--- src/rtl/cache2w_pkg.sv ---
package cache2w_pkg;
  typedef enum logic [1:0] {ST_IDLE, ST_CMP, ST_WB, ST_FILL} ctlState_t;

  // strobes from control to datapath
  typedef struct packed {
    logic capture;  // latch CPU request
    logic wrWord;   // merge store word into hit line
    logic touch;    // mark hit way most recently used
    logic fill;     // install fetched block into victim way
    logic wbSel;    // memory address points at victim line
  } ctlStrobe_t;
endpackage

--- src/rtl/cache2w_dpath.sv ---
module cache2w_dpath
  import cache2w_pkg::*;
#(
  parameter int ADDR_W     = 16,
  parameter int NUM_SETS   = 4,
  parameter int LINE_WORDS = 2,
  parameter int WORD_W     = 32
) (
  input  logic                           clk,
  input  logic                           rstN,
  input  ctlStrobe_t                     strb,
  input  logic                           cpuWe,
  input  logic [ADDR_W-1:0]              cpuAddr,
  input  logic [WORD_W-1:0]              cpuWdata,
  output logic                           hit,
  output logic                           reqWe,
  output logic                           victimDirty,
  output logic [WORD_W-1:0]              cpuRdata,
  output logic [ADDR_W-1:0]              memAddr,
  output logic [WORD_W*LINE_WORDS-1:0]   memWdata,
  input  logic [WORD_W*LINE_WORDS-1:0]   memRdata
);
  localparam int BYTE_OFF = $clog2(WORD_W / 8);
  localparam int WORD_OFF = $clog2(LINE_WORDS);
  localparam int LOW_W    = BYTE_OFF + WORD_OFF;
  localparam int SET_W    = $clog2(NUM_SETS);
  localparam int TAG_W    = ADDR_W - SET_W - LOW_W;
  localparam int LINE_W   = WORD_W * LINE_WORDS;

  logic [TAG_W-1:0]  tagArr  [NUM_SETS][2];
  logic [LINE_W-1:0] dataArr [NUM_SETS][2];
  logic [1:0]        validArr [NUM_SETS];
  logic [1:0]        dirtyArr [NUM_SETS];
  logic [NUM_SETS-1:0] lruWay;  // per set: index of least recently used way

  logic [ADDR_W-1:0] reqAddr;
  logic [WORD_W-1:0] reqWdata;

  logic [TAG_W-1:0]    reqTag;
  logic [SET_W-1:0]    reqSet;
  logic [WORD_OFF-1:0] reqWord;
  logic [1:0]          hitVec;
  logic                hitWay;
  logic                victim;

  assign reqTag  = reqAddr[ADDR_W-1 -: TAG_W];
  assign reqSet  = reqAddr[LOW_W +: SET_W];
  assign reqWord = reqAddr[BYTE_OFF +: WORD_OFF];

  for (genvar w = 0; w < 2; w++) begin : g_cmp
    assign hitVec[w] = validArr[reqSet][w] && (tagArr[reqSet][w] == reqTag);
  end

  assign hit    = |hitVec;
  assign hitWay = hitVec[1];

  always_comb begin
    if (!validArr[reqSet][0])      victim = 1'b0;
    else if (!validArr[reqSet][1]) victim = 1'b1;
    else                           victim = lruWay[reqSet];
  end

  assign victimDirty = validArr[reqSet][victim] && dirtyArr[reqSet][victim];
  assign cpuRdata    = dataArr[reqSet][hitWay][int'(reqWord)*WORD_W +: WORD_W];
  assign memWdata    = dataArr[reqSet][victim];
  assign memAddr     = strb.wbSel ? {tagArr[reqSet][victim], reqSet, {LOW_W{1'b0}}}
                                  : {reqTag, reqSet, {LOW_W{1'b0}}};

  // request latch and per-line status bits
  always_ff @(posedge clk) begin
    if (!rstN) begin
      reqAddr  <= '0;
      reqWdata <= '0;
      reqWe    <= 1'b0;
      lruWay   <= '0;
      for (int s = 0; s < NUM_SETS; s++) begin
        validArr[s] <= '0;
        dirtyArr[s] <= '0;
      end
    end else begin
      if (strb.capture) begin
        reqAddr  <= cpuAddr;
        reqWdata <= cpuWdata;
        reqWe    <= cpuWe;
      end
      if (strb.fill) begin
        validArr[reqSet][victim] <= 1'b1;
        dirtyArr[reqSet][victim] <= 1'b0;
        lruWay[reqSet]           <= ~victim;
      end
      if (strb.touch) lruWay[reqSet] <= ~hitWay;
      if (strb.wrWord) dirtyArr[reqSet][hitWay] <= 1'b1;
    end
  end

  // tag and data storage, no reset needed
  always_ff @(posedge clk) begin
    if (strb.fill) begin
      dataArr[reqSet][victim] <= memRdata;
      tagArr[reqSet][victim]  <= reqTag;
    end else if (strb.wrWord) begin
      dataArr[reqSet][hitWay][int'(reqWord)*WORD_W +: WORD_W] <= reqWdata;
    end
  end

  // parallel compare never matches both ways
  a_r4_one_hit: assert property (@(posedge clk) disable iff (!rstN)
    $onehot0(hitVec));

  // an installed block makes the replayed lookup hit
  a_r9_fill_then_hit: assert property (@(posedge clk) disable iff (!rstN)
    strb.fill |=> hit);

  // a store merge only happens on a hit
  a_r7_write_on_hit: assert property (@(posedge clk) disable iff (!rstN)
    strb.wrWord |-> hit && reqWe);
endmodule

--- src/rtl/cache2w_ctrl.sv ---
module cache2w_ctrl
  import cache2w_pkg::*;
(
  input  logic       clk,
  input  logic       rstN,
  input  logic       cpuReq,
  input  logic       hit,
  input  logic       reqWe,
  input  logic       victimDirty,
  input  logic       memAck,
  output ctlStrobe_t strb,
  output logic       cpuDone,
  output logic       cpuHit,
  output logic       memReq,
  output logic       memWe
);
  ctlState_t state, nextState;
  logic      missSeen;

  always_comb begin
    strb      = '0;
    nextState = state;
    cpuDone   = 1'b0;
    memReq    = 1'b0;
    memWe     = 1'b0;
    unique case (state)
      ST_IDLE: begin
        strb.capture = cpuReq;
        if (cpuReq) nextState = ST_CMP;
      end
      ST_CMP: begin
        if (hit) begin
          cpuDone     = 1'b1;
          strb.wrWord = reqWe;
          strb.touch  = 1'b1;
          nextState   = ST_IDLE;
        end else begin
          nextState = victimDirty ? ST_WB : ST_FILL;
        end
      end
      ST_WB: begin
        memReq     = 1'b1;
        memWe      = 1'b1;
        strb.wbSel = 1'b1;
        if (memAck) nextState = ST_FILL;
      end
      ST_FILL: begin
        memReq    = 1'b1;
        strb.fill = memAck;
        if (memAck) nextState = ST_CMP;
      end
      default: nextState = ST_IDLE;
    endcase
  end

  assign cpuHit = cpuDone && !missSeen;

  always_ff @(posedge clk) begin
    if (!rstN) begin
      state    <= ST_IDLE;
      missSeen <= 1'b0;
    end else begin
      state <= nextState;
      if (state == ST_IDLE)                 missSeen <= 1'b0;
      else if (state == ST_CMP && !hit)     missSeen <= 1'b1;
    end
  end

  // completion and memory traffic never overlap
  a_r3_done_quiet_mem: assert property (@(posedge clk) disable iff (!rstN)
    cpuDone |-> !memReq);

  // request held with fixed direction until acknowledged
  a_r12_req_hold: assert property (@(posedge clk) disable iff (!rstN)
    memReq && !memAck |=> memReq && $stable(memWe));

  // an acknowledged write-back is followed by the refill read
  a_r8_wb_then_fill: assert property (@(posedge clk) disable iff (!rstN)
    memReq && memWe && memAck |=> memReq && !memWe);

  // a miss with a clean victim goes straight to the refill read
  a_r10_clean_no_wb: assert property (@(posedge clk) disable iff (!rstN)
    state == ST_CMP && !hit && !victimDirty |=> memReq && !memWe);
endmodule

--- src/rtl/cache2w_top.sv ---
module cache2w_top
  import cache2w_pkg::*;
#(
  parameter int ADDR_W     = 16,
  parameter int NUM_SETS   = 4,
  parameter int LINE_WORDS = 2,
  parameter int WORD_W     = 32
) (
  input  logic                         clk,
  input  logic                         rstN,
  input  logic                         cpuReq,
  input  logic                         cpuWe,
  input  logic [ADDR_W-1:0]            cpuAddr,
  input  logic [WORD_W-1:0]            cpuWdata,
  output logic                         cpuDone,
  output logic                         cpuHit,
  output logic [WORD_W-1:0]            cpuRdata,
  output logic                         memReq,
  output logic                         memWe,
  output logic [ADDR_W-1:0]            memAddr,
  output logic [WORD_W*LINE_WORDS-1:0] memWdata,
  input  logic [WORD_W*LINE_WORDS-1:0] memRdata,
  input  logic                         memAck
);
  ctlStrobe_t strb;
  logic       hit, reqWe, victimDirty;

  cache2w_ctrl u_ctrl (
    .clk(clk), .rstN(rstN), .cpuReq(cpuReq), .hit(hit), .reqWe(reqWe),
    .victimDirty(victimDirty), .memAck(memAck), .strb(strb),
    .cpuDone(cpuDone), .cpuHit(cpuHit), .memReq(memReq), .memWe(memWe)
  );

  cache2w_dpath #(
    .ADDR_W(ADDR_W), .NUM_SETS(NUM_SETS), .LINE_WORDS(LINE_WORDS), .WORD_W(WORD_W)
  ) u_dpath (
    .clk(clk), .rstN(rstN), .strb(strb), .cpuWe(cpuWe), .cpuAddr(cpuAddr),
    .cpuWdata(cpuWdata), .hit(hit), .reqWe(reqWe), .victimDirty(victimDirty),
    .cpuRdata(cpuRdata), .memAddr(memAddr), .memWdata(memWdata), .memRdata(memRdata)
  );
endmodule

--- config.mk ---
export PLATFORM = sky130hd
export DESIGN_NAME = cache2w_top
export DESIGN_NICKNAME = d
export VERILOG_FILES = /design/src/rtl/cache2w_pkg.sv /design/src/rtl/cache2w_dpath.sv /design/src/rtl/cache2w_ctrl.sv /design/src/rtl/cache2w_top.sv
export SDC_FILE = /design/constraint.sdc
export NUM_CORES = 1
export LEC_CHECK = 0
export BUFFER_PORTS_ARGS = -buffer_cell sky130_fd_sc_hd__buf_2
export CAP_MARGIN = 40
export CORE_MARGIN = 2
export CORE_UTILIZATION = 55
export DETAILED_ROUTE_END_ITERATION = 8
export GPL_ROUTABILITY_DRIVEN = 0
export PLACE_DENSITY_LB_ADDON = 0.12
export SYNTH_ARGS = -nofsm -noshare
export SYNTH_HDL_FRONTEND = slang
export SYNTH_SLANG_ARGS = --single-unit
--- constraint.sdc ---
create_clock -name clk -period 4.77 [get_ports clk]
set_input_delay 0.7155 -clock clk [delete_from_list [all_inputs] [get_ports clk]]
set_output_delay 0.7155 -clock clk [all_outputs]
set_load 0.005 [all_outputs]
==> results of run 1 <==
==> metal layers <==
layer | part of all wire, % | global-route usage (%)
met3 | 6.4 | 4.457
met1 | 40 | 35.90
met4 | 2.2 | 7.792
met2 | 51 | 45.24
met5 | 0.046 | 0
==> worst min-delay path by stage <==
stage | cells past startpoint | endpoint | slack (ps)
after floorplan | 2 | u_dpath.reqWe | 430
after global placement | 2 | u_dpath.reqWe | 450
final | 3 | u_dpath.reqWdata[28] | 350
after CTS | 3 | u_dpath.reqWdata[28] | 320
after global routing | 3 | u_dpath.reqWdata[27] | 340
after detailed placement | 2 | u_dpath.reqWe | 480
==> power groups by stage <==
stage                     Clock [mW]  Combinational (mW)  Sequential (mW)
final                           5.37                1.56             6.63
after global routing            5.68                1.68             6.64
after global placement             0                1.50             6.75
after floorplan                    0               0.994             6.69
after detailed placement           0                1.54             6.76
after CTS                       5.45                1.56             6.63
==> per-stage QoR <==
step | hold slack, ps | instance area (um^2)
floorplan | 431.7 | 28620
CTS | 315.2 | 33170
detailed placement | 476.9 | 30870
finish | 346.5 | 33290
global placement | 446.4 | 30730
global route | 335.3 | 33290
==> Yosys cell counts (2+ instances only) <==
library cell | n | share of area, %
nor2_1 | 44 | 0.58
or2_2 | 3 | 0.066
nor2b_1 | 2 | 0.044
buf_6 | 9 | 0.35
edfxtp_1 | 616 | 65
ha_1 | 4 | 0.17
mux2i_1 | 16 | 0.56
xor2_1 | 2 | 0.061
o211ai_1 | 4 | 0.10
nand3b_1 | 3 | 0.079
buf_12 | 3 | 0.21
clkbuf_1 | 55 | 0.72
o21bai_1 | 3 | 0.079
and4_1 | 4 | 0.12
nor3_1 | 5 | 0.087
a22oi_1 | 2 | 0.052
mux2_4 | 26 | 1.4
buf_2 | 13 | 0.23
or3_1 | 3 | 0.066
nor3b_1 | 2 | 0.052
and2_1 | 4 | 0.087
mux4_2 | 183 | 14
nor4_1 | 2 | 0.044
dfxtp_1 | 56 | 3.9
buf_1 | 11 | 0.14
mux2_1 | 32 | 1.3
a21oi_1 | 75 | 1.3
nand4_1 | 13 | 0.28
nand2_1 | 110 | 1.4
xnor2_1 | 19 | 0.58
mux2_2 | 138 | 5.4
nand3_1 | 3 | 0.052
inv_1 | 14 | 0.18
o21ai_0 | 9 | 0.16
nand2b_1 | 5 | 0.11
buf_4 | 8 | 0.21
o221a_2 | 2 | 0.079
==> cells in the final DEF (no fill, tap or decap), drive strengths merged, types with 16 or more instances in the layout <==
master    n
dfxtp    56
nor2     44
mux2    196
xnor2    19
clkinv   16
buf     298
mux2i    16
mux4    184
a21oi    75
clkbuf  105
nand2   110
inv      17
edfxtp  616
==> worst max-delay path: cells and delay by family (launching register included) <==
kind / cells / cell delay (ps)
XOR/XNOR: 1 / 300
buffers and inverters: 4 / 820
flip-flops: 1 / 490
multiplexers: 2 / 1090
AND/OR/NAND/NOR: 2 / 530
==> sequential cells by signal, indices dropped and copies added, names as in the netlist, named ones only <==
signal and count:
u_dpath.dataArr 512, u_dpath.tagArr 88, u_dpath.reqWdata 32, u_dpath.reqAddr 14
u_dpath.dirtyArr 8, u_dpath.validArr 8, u_dpath.lruWay 4, u_ctrl.state 2
u_ctrl.missSeen 1, u_dpath.reqWe 1
==> cells by family (layout without fill, tap and decap cells) <==
family	Yosys count	after routing	share of synthesized area, %
fa+ha+maj	4	4	0.1749
flops	672	672	68.58
other cells	1	4	0.01311
buf+inv	114	441	2.064
xor+xnor	21	21	0.6429
mux	396	396	23.11
compound gates	104	104	2.042
simple gates	209	209	3.372
==> final cells by class <==
type | instances | share of cell area (%)
diodes | 1 | 0.007518
clock buffers | 104 | 5.988
clock inverters | 23 | 0.8119
inverters | 15 | 0.1691
multi-input cells | 737 | 25.81
flip-flops and latches | 672 | 58.96
well taps | 680 | 2.556
repair buffers | 299 | 5.695
==> timing repair <==
action	in CTS	in global routing
setup endpoints to repair	32	3
buffers inserted	1	7
pin swaps	0	2
resized for setup	0	4
gates cloned	0	2
==> reports/metrics.cfg, run 1 <==
[run_status]
outcome=finished clean

[pwr]
p_sw_mw=3.136
pwr-share-clk_pct=39.6
p_seq_share_pct=48.9
switching_share_pct=23.13
total_leakage_power_nw=11.16
power_density_nw_per_um2=407.3
power.internal_mw=10.42
combPwrFrac_pct=11.5
power.total_mw=13.56
peakVddDrop_uv=243.9

[floorplan]
num_io_pins=233
design.core.area_um2=51410
initial_core_util_pct=55.65
fp-row-count=83
die-area_um2=53860
die_w_um=232.1
die_h_um=232.1

[sta]
setup_viol=0
hold_violations=0
worst_pin_slew_ps=874.3
period_share_pct=96.87
max_freq_mhz=216.4
final.setup_skew_ps=47.63
rsz0062_at_grt=no
slew_violations=0
slew_headroom_pct=41.71
fin_setup_tns_ps=0
min_period_ps=4620
fin_ws_ps=149.5

[final_layout]
finalNonFillerCells=2531
drive_above_1_share_pct=42.11
fin_nets=1915
multi_input_area_um2=8591
fill_cells=3601
syn2layout_area_growth_pct=16.35
seq_area_um2=19630
final_util_pct=64.75

[routing]
drt-vias-per-instance=6.186
vias=15660
ant_nets=0
routed_wl_um=71540
drtIter0Drc=1402
wire_per_inst_um=28.26
dr.pass1.iters=5
drc_errors=0

[critical_path]
startpoint_type=flop
critPathKind=reg -> out
r2r_cells=10
crit_arrival_ps=3900
cp_common_cell=mux4_2
reg2reg_slack_ps=580
endpoint=cpuRdata[3]
crit_required_ps=4050
end_kind=output pin
crit_chain=buf_8 > mux4_2 > xnor2_1 > nand4_1 > nor3_4 > buf_12 > buf_6 > mux4_2 > buf_2
slowest_stage=mux4_2
critPathMaxStageDelay_ps=550
r2r-end=u_dpath.dataArr[2][111]
crit_fanout=20

[cts]
cts.path.max_buffers=3
cts.sink_count=672
cts_tree=yes
h-tree-depth=3
insertion_delay_ps=620
path_clk_slew_ps=60
cts_root_buffer=clkbuf_16
hold_buffers=0
cts_buffers=69

[synth]
synth_area_um2=28610
ys_ff_latch=672
ys_types=55
synthFlopType=edfxtp_1
async_flop_share_pct=0
syn_avg_cell_area_um2=18.81
synth_edf_count=616
synthCells=1521
yosysSeqAreaShare_pct=68.58
yosysWarningCount=0

[run]
maxCapViolations=0

[grt]
grt_pass1_vias=15930
grtUsageTotal_pct=26.70
grt_first_pass_wirelength_um=102600
antenna_found_initial=5
grt_max_degree=90
overflow=0

[placed_design]
port_buffers=227
dp_cells=2393
dp_hpwl_um=43540
place_ws_ps=572.0

[worst_hold_path]
hp-start=cpuWdata[28]
hold_path_class=in -> reg

Note: power is estimated with default switching activity, not from simulation.
==> run 2, diff against run 1 <==
CORE_ASPECT_RATIO = 0.9   (was unset)
==> run 2 against run 1 <==
  * Final cell count shrank 0.40%
  * First-iteration DRC count shrank 13%
  * Clock power shrank 7.3%
  * Core utilization shrank 0.80 points
  * Sequential share of layout area grew 0.63 points
  * Worst hold slack gained 8.0 ps
  * Critical path depth shrank 2
  * Die area is essentially flat
  * Clock-buffer cell count shrank 6
  * Global-route usage shrank 0.51 points
  * Final area shrank 1.1%
  * Clock skew shrank 32 ps
  * Critical path type unchanged
  * Largest cell class unchanged
  * Largest power group unchanged
==> reports/metrics.cfg, run 2 (synthesized netlist as in run 1, its figures left out) <==
[cts]
post_cts.repair.setup_buffers=0  ; was 1
cts-resized-gates=0  ; unchanged
path_clk_slew_ps=60  ; about the same
cts_buffers=67  ; was 69
cts_tree=yes  ; unchanged
hold_buffers=0  ; unchanged
cts.sink_count=672  ; unchanged
insertion_delay_ps=600  ; was 620 ps
h-tree-depth=3  ; unchanged
cts.path.max_buffers=3  ; unchanged
cts_root_buffer=clkbuf_16  ; unchanged

[critical_path]
crit_fanout=31  ; was 20
critical_path_buf_inv_count=2  ; was 4
critPathMaxStageDelay_ps=670  ; was 550 ps
critPathKind=reg -> out  ; unchanged
startpoint_type=flop  ; unchanged
crit_required_ps=4050  ; about the same
end_kind=output pin  ; unchanged
cp_common_cell=mux4_2  ; unchanged
crit_chain=mux4_2 > xnor2_1 > nand4_1 > nor3_4 > buf_4 > mux4_2 > buf_2  ; was buf_8 > mux4_2 > xnor2_1 > nand4_1 > nor3_4 > buf_12 > buf_6 > mux4_2 > buf_2
slowest_stage=dfxtp_4  ; was mux4_2
crit_family=multiplexers  ; unchanged
crit_arrival_ps=3840  ; was 3900 ps

[floorplan]
die_w_um=244.4  ; was 232.1 um
fp-row-count=79  ; was 83
initial_core_util_pct=55.55  ; was 55.65%
design.core.area_um2=51500  ; was 51410 um^2
num_io_pins=233  ; unchanged
die_h_um=220.4  ; was 232.1 um
die-area_um2=53860  ; about the same

[routing]
wl_met2_um=33920  ; was 36710 um
routed_wl_um=69930  ; was 71540 um
drt-vias-per-instance=6.152  ; was 6.186
dr.pass1.iters=6  ; was 5
wire_per_inst_um=27.74  ; was 28.26 um
drc_errors=0  ; unchanged
ant_nets=0  ; unchanged
drtIter0Drc=1216  ; was 1402
wl_met1_um=29710  ; was 28670 um
vias=15510  ; was 15660
dr.max_layer_used=met5  ; unchanged
wl_met3_um=5154  ; was 4561 um

[sta]
rsz0062_at_grt=no  ; unchanged
worst_pin_slew_ps=912.2  ; was 874.3 ps
hold_violations=0  ; unchanged
setup_viol=0  ; unchanged
slew_violations=0  ; unchanged
min_period_ps=4560  ; was 4620 ps
max_freq_mhz=219.3  ; was 216.4 MHz
fin_setup_tns_ps=0  ; unchanged
slew_headroom_pct=39.19  ; was 41.71%
final.setup_skew_ps=15.70  ; was 47.63 ps
period_share_pct=95.60  ; was 96.87%

[final_layout]
seq_area_um2=19630  ; unchanged
fin_nets=1903  ; was 1915
drive_above_1_share_pct=41.24  ; was 42.11%
fill_cells=3605  ; was 3601
final_util_pct=63.95  ; was 64.75%
largest_register_ffs=512  ; unchanged
antenna_cells=0  ; was 1
layout_common_cells=edfxtp_1 (616), buf_2 (227), mux4_2 (183), mux2_2 (138), nand2_1 (109)  ; unchanged
reg_top3=u_dpath.dataArr (512), u_dpath.tagArr (88), u_dpath.reqWdata (32)  ; unchanged
syn2layout_area_growth_pct=15.12  ; was 16.35%
final_common_cell=edfxtp_1  ; unchanged
multi_input_area_um2=8576  ; was 8591 um^2
regMostFlops=u_dpath.dataArr  ; unchanged

[grt]
grt_max_degree=99  ; was 90
overflow=0  ; unchanged
antenna_found_initial=2  ; was 5
grt_pass1_vias=15540  ; was 15930
grtUsageTotal_pct=26.19  ; was 26.70%
grt_first_pass_wirelength_um=101800  ; was 102600 um

[run]
maxCapViolations=0  ; unchanged

[pwr]
power_density_nw_per_um2=399.1  ; was 407.3 nW/um^2
total_leakage_power_nw=10.98  ; was 11.16 nW
peakVddDrop_uv=241.9  ; was 243.9 uV

[worst_hold_path]
hold_path_class=in -> reg  ; unchanged

[placed_design]
port_buffers=227  ; unchanged
dp_hpwl_um=43530  ; was 43540 um

[run_status]
outcome=finished clean  ; unchanged

## run 2: cell count changes in the layout (fill, tap and decap cells not counted), moves of 3 or more
cell and delta:
buf_4 -4, bufinv_16 -4, clkbuf_1 -5, clkbuf_16 -3
clkinv_1 +9
## run 2: per-stage QoR
step           hold slack [ps]  worst slack (ps)  instances  power (mW)  cell area, um^2
2_1_floorplan            431.7             407.3       1523       7.680            28620
3_3_place_gp             449.0             708.8       2395       8.241            30760
3_5_place_dp             457.7             650.6       2400       8.284            30860
4_1_cts                  325.4             22.67       2520       13.22            32920
5_1_grt                  330.0             3.267       2521       13.57            32940
6_report                 354.5             209.8       2521       13.14            32940
## run 2: metal layers
metal / vias up / GRT usage [%]
li1: 6659 / -
met1: 8117 / 37.51
met2: 628 / 42.37
met3: 102 / 5.361
met4: 4 / 5.549
met5: - / 0
## run 2: final timing paths
path	start	endpoint	slack, ps	cells past startpoint
hold / removal	cpuWdata[16]	u_dpath.reqWdata[16]	350	3
setup / recovery	flop	cpuRdata[21]	210	7
hold reg to reg	u_dpath.reqWe	u_dpath.reqWe	470	2
setup reg to reg	flop	u_dpath.dataArr[2][125]	730	7
## run 2: power by group
part / internal [mW] / switching [mW]
Clock: 2.87 / 2.12
Combinational: 0.720 / 0.817
Sequential: 6.51 / 0.117
## run 2: area by class of cell
type | count | area share [%]
Clock inverter | 22 | 0.3761
Clock buffer | 98 | 5.885
Multi-Input combinational cell | 737 | 26.04
Sequential cell | 672 | 59.59
Tap cell | 688 | 2.614
Timing Repair Buffer | 289 | 5.322
Inverter | 15 | 0.1710
## run 2: worst reg2reg max path: cells and delay by family (launching register included)
family | cells | cell delay (ps)
flops | 1 | 670
simple gates | 3 | 1320
buf+inv | 1 | 560
mux | 2 | 890
xor+xnor | 1 | 330
==> run 3, diff against run 2 <==
GPL_TIMING_DRIVEN = 1   (was unset)
PLACE_DENSITY = 0.75   (was unset)
PLACE_DENSITY_LB_ADDON = unset   (was 0.12)
==> run 3 against run 2 <==
  * Clock skew up 16 ps
  * Sequential share of layout area down 0.35 points
  * Critical path depth unchanged
  * Final area up 0.60%
  * Flip-flop and latch count unchanged
  * Sequential power about the same
  * Clock power up 9.6%
  * Power up 3.6%
  * Via count up 3.3%
  * Global-route usage up 0.42 points
  * Combinational power about the same
  * Critical endpoint is now cpuRdata[10]
  * Largest power group unchanged
==> reports/metrics.cfg, run 3 (synthesized netlist as in run 1, its figures left out) <==
[run_status]
outcome=finished clean  ; unchanged

[pwr]
pwr-share-clk_pct=40.1  ; was 37.9%
power.total_mw=13.62  ; was 13.14 mW
power.internal_mw=10.47  ; was 10.09 mW
p_sw_mw=3.142  ; was 3.050 mW
peakVddDrop_uv=313.1  ; was 241.9 uV
p_seq_share_pct=48.7  ; was 50.4%
power_density_nw_per_um2=410.9  ; was 399.1 nW/um^2
combPwrFrac_pct=11.2  ; was 11.7%
switching_share_pct=23.07  ; was 23.20%
total_leakage_power_nw=11.05  ; was 10.98 nW

[final_layout]
largest_register_ffs=512  ; unchanged
fin_nets=1899  ; was 1903
layout_common_cells=edfxtp_1 (616), buf_2 (227), mux4_2 (183), mux2_2 (138), nand2_1 (109)  ; unchanged
final_common_cell=edfxtp_1  ; unchanged
seq_area_um2=19630  ; unchanged
fill_cells=3439  ; was 3605
regMostFlops=u_dpath.dataArr  ; unchanged
fin_area_um2=33130  ; was 32940 um^2
syn2layout_area_growth_pct=15.81  ; was 15.12%
drive_above_1_share_pct=41.63  ; was 41.24%
reg_top3=u_dpath.dataArr (512), u_dpath.tagArr (88), u_dpath.reqWdata (32)  ; unchanged
multi_input_area_um2=8576  ; unchanged

[grt]
grtUsageMet2_pct=42.68  ; was 42.37%
antenna_found_initial=3  ; was 2
grt_first_pass_wirelength_um=103000  ; was 101800 um
grt_pass1_vias=15860  ; was 15540
grtUsageTotal_pct=26.61  ; was 26.19%
overflow=0  ; unchanged
met1_usage_pct=37.52  ; was 37.51%
grt_use_met3_pct=5.312  ; was 5.361%
top_usage_layer=met2  ; unchanged
grt_max_degree=90  ; was 99

[cts]
cts_buffers=68  ; was 67
h-tree-depth=3  ; unchanged
cts.sink_count=672  ; unchanged
cts.path.max_buffers=3  ; unchanged
insertion_delay_ps=610  ; was 600 ps
cts_tree=yes  ; unchanged
path_clk_slew_ps=60  ; about the same
cts_root_buffer=clkbuf_16  ; unchanged

[critical_path]
endpoint=cpuRdata[10]  ; was cpuRdata[21]
crit_fanout=41  ; was 31
crit_arrival_ps=3870  ; was 3840 ps
crit_required_ps=4050  ; about the same
reg2reg_slack_ps=560  ; was 730 ps
startpoint_type=flop  ; unchanged
end_kind=output pin  ; unchanged
r2r_cells=9  ; was 7
critPathKind=reg -> out  ; unchanged
r2r-end=u_dpath.dataArr[1][100]  ; was u_dpath.dataArr[2][125]

[sta]
slew_violations=0  ; unchanged
worst_pin_slew_ps=966.4  ; was 912.2 ps
final.setup_skew_ps=31.59  ; was 15.70 ps
period_share_pct=96.20  ; was 95.60%
max_freq_mhz=217.9  ; was 219.3 MHz
fin_ws_ps=181.3  ; was 209.8 ps
setup_viol=0  ; unchanged
min_period_ps=4589  ; was 4560 ps
hold_violations=0  ; unchanged
fin_setup_tns_ps=0  ; unchanged
slew_headroom_pct=35.58  ; was 39.19%
rsz0062_at_grt=no  ; unchanged

[floorplan]
fp-row-count=79  ; unchanged
die-area_um2=53860  ; unchanged
design.core.area_um2=51500  ; unchanged
num_io_pins=233  ; unchanged
initial_core_util_pct=55.55  ; unchanged
die_w_um=244.4  ; unchanged
die_h_um=220.4  ; unchanged

[routing]
drc_errors=0  ; unchanged
ant_nets=0  ; unchanged
drt-vias-per-instance=6.348  ; was 6.152
wire_per_inst_um=28.13  ; was 27.74 um
drtIter0Drc=1588  ; was 1216
vias=16020  ; was 15510
routed_wl_um=70970  ; was 69930 um
dr.pass1.iters=5  ; was 6

[worst_hold_path]
hold_path_class=in -> reg  ; unchanged
hold_depth=3  ; unchanged

[placed_design]
place_area_um2=30800  ; was 30860 um^2
port_buffers=227  ; unchanged
place_ws_ps=520.6  ; was 650.6 ps
dp_hpwl_um=43730  ; was 43530 um

[run]
maxCapViolations=0  ; unchanged

[run 3: layout make-up]
cell class / instances / area share, %
antenna: 2 / 0.01511
sequential: 672 / 59.24
clock buffer: 102 / 5.955
clock inverter: 23 / 0.9705
inverter: 15 / 0.1699
tap: 688 / 2.598
timing repair buffer: 284 / 5.166
multi-input combinational: 737 / 25.88
[run 3: metrics by stage]
step	utilization [%]	hold WS, ps	cells
floorplan	-	431.7	1523
global placement	59.75	445.1	2394
detailed placement	59.80	457.4	2395
CTS	64.33	320.9	2521
global route	64.33	336.3	2521
finish	64.34	344.7	2523
[run 3: layer usage]
metal	part of all wire, %	wire (um)	vias to the layer above
li1	-	-	6636
met1	40	28490	8378
met2	48	34050	870
met3	9.4	6646	130
met4	2.5	1767	2
met5	0.023	16	-
[run 3: worst min path at each step]
stage	startpoint	to	slack [ps]
final	cpuWdata[16]	u_dpath.reqWdata[16]	340
after global routing	cpuWdata[17]	u_dpath.reqWdata[17]	340
after CTS	cpuWdata[20]	u_dpath.reqWdata[20]	320
after detailed placement	u_dpath.reqWe	u_dpath.reqWe	460
after global placement	u_dpath.reqWe	u_dpath.reqWe	450
after floorplan	u_dpath.reqWe	u_dpath.reqWe	430
[run 3: repair_timing]
action,in CTS,in global routing
gates resized for setup,2,0
hold buffers,0,0
endpoints found under the setup margin,32,0
setup buffers,1,0
[run 3: worst max-delay path: stages, from the launching register on]
cell and delay (ps):
dfxtp_4 600, mux4_2 590, xnor2_1 360, nand4_1 300
nor3_4 230, buf_12 360, mux4_2 600, buf_2 160
[run 3: power groups by stage]
| stage | Combinational [mW] | Clock (mW) | Sequential (mW) |
|---|---|---|---|
| after global routing | 1.63 | 5.73 | 6.64 |
| after floorplan | 0.994 | 0 | 6.69 |
| final | 1.53 | 5.46 | 6.63 |
| after CTS | 1.53 | 5.50 | 6.63 |
| after detailed placement | 1.50 | 0 | 6.76 |
| after global placement | 1.47 | 0 | 6.75 |
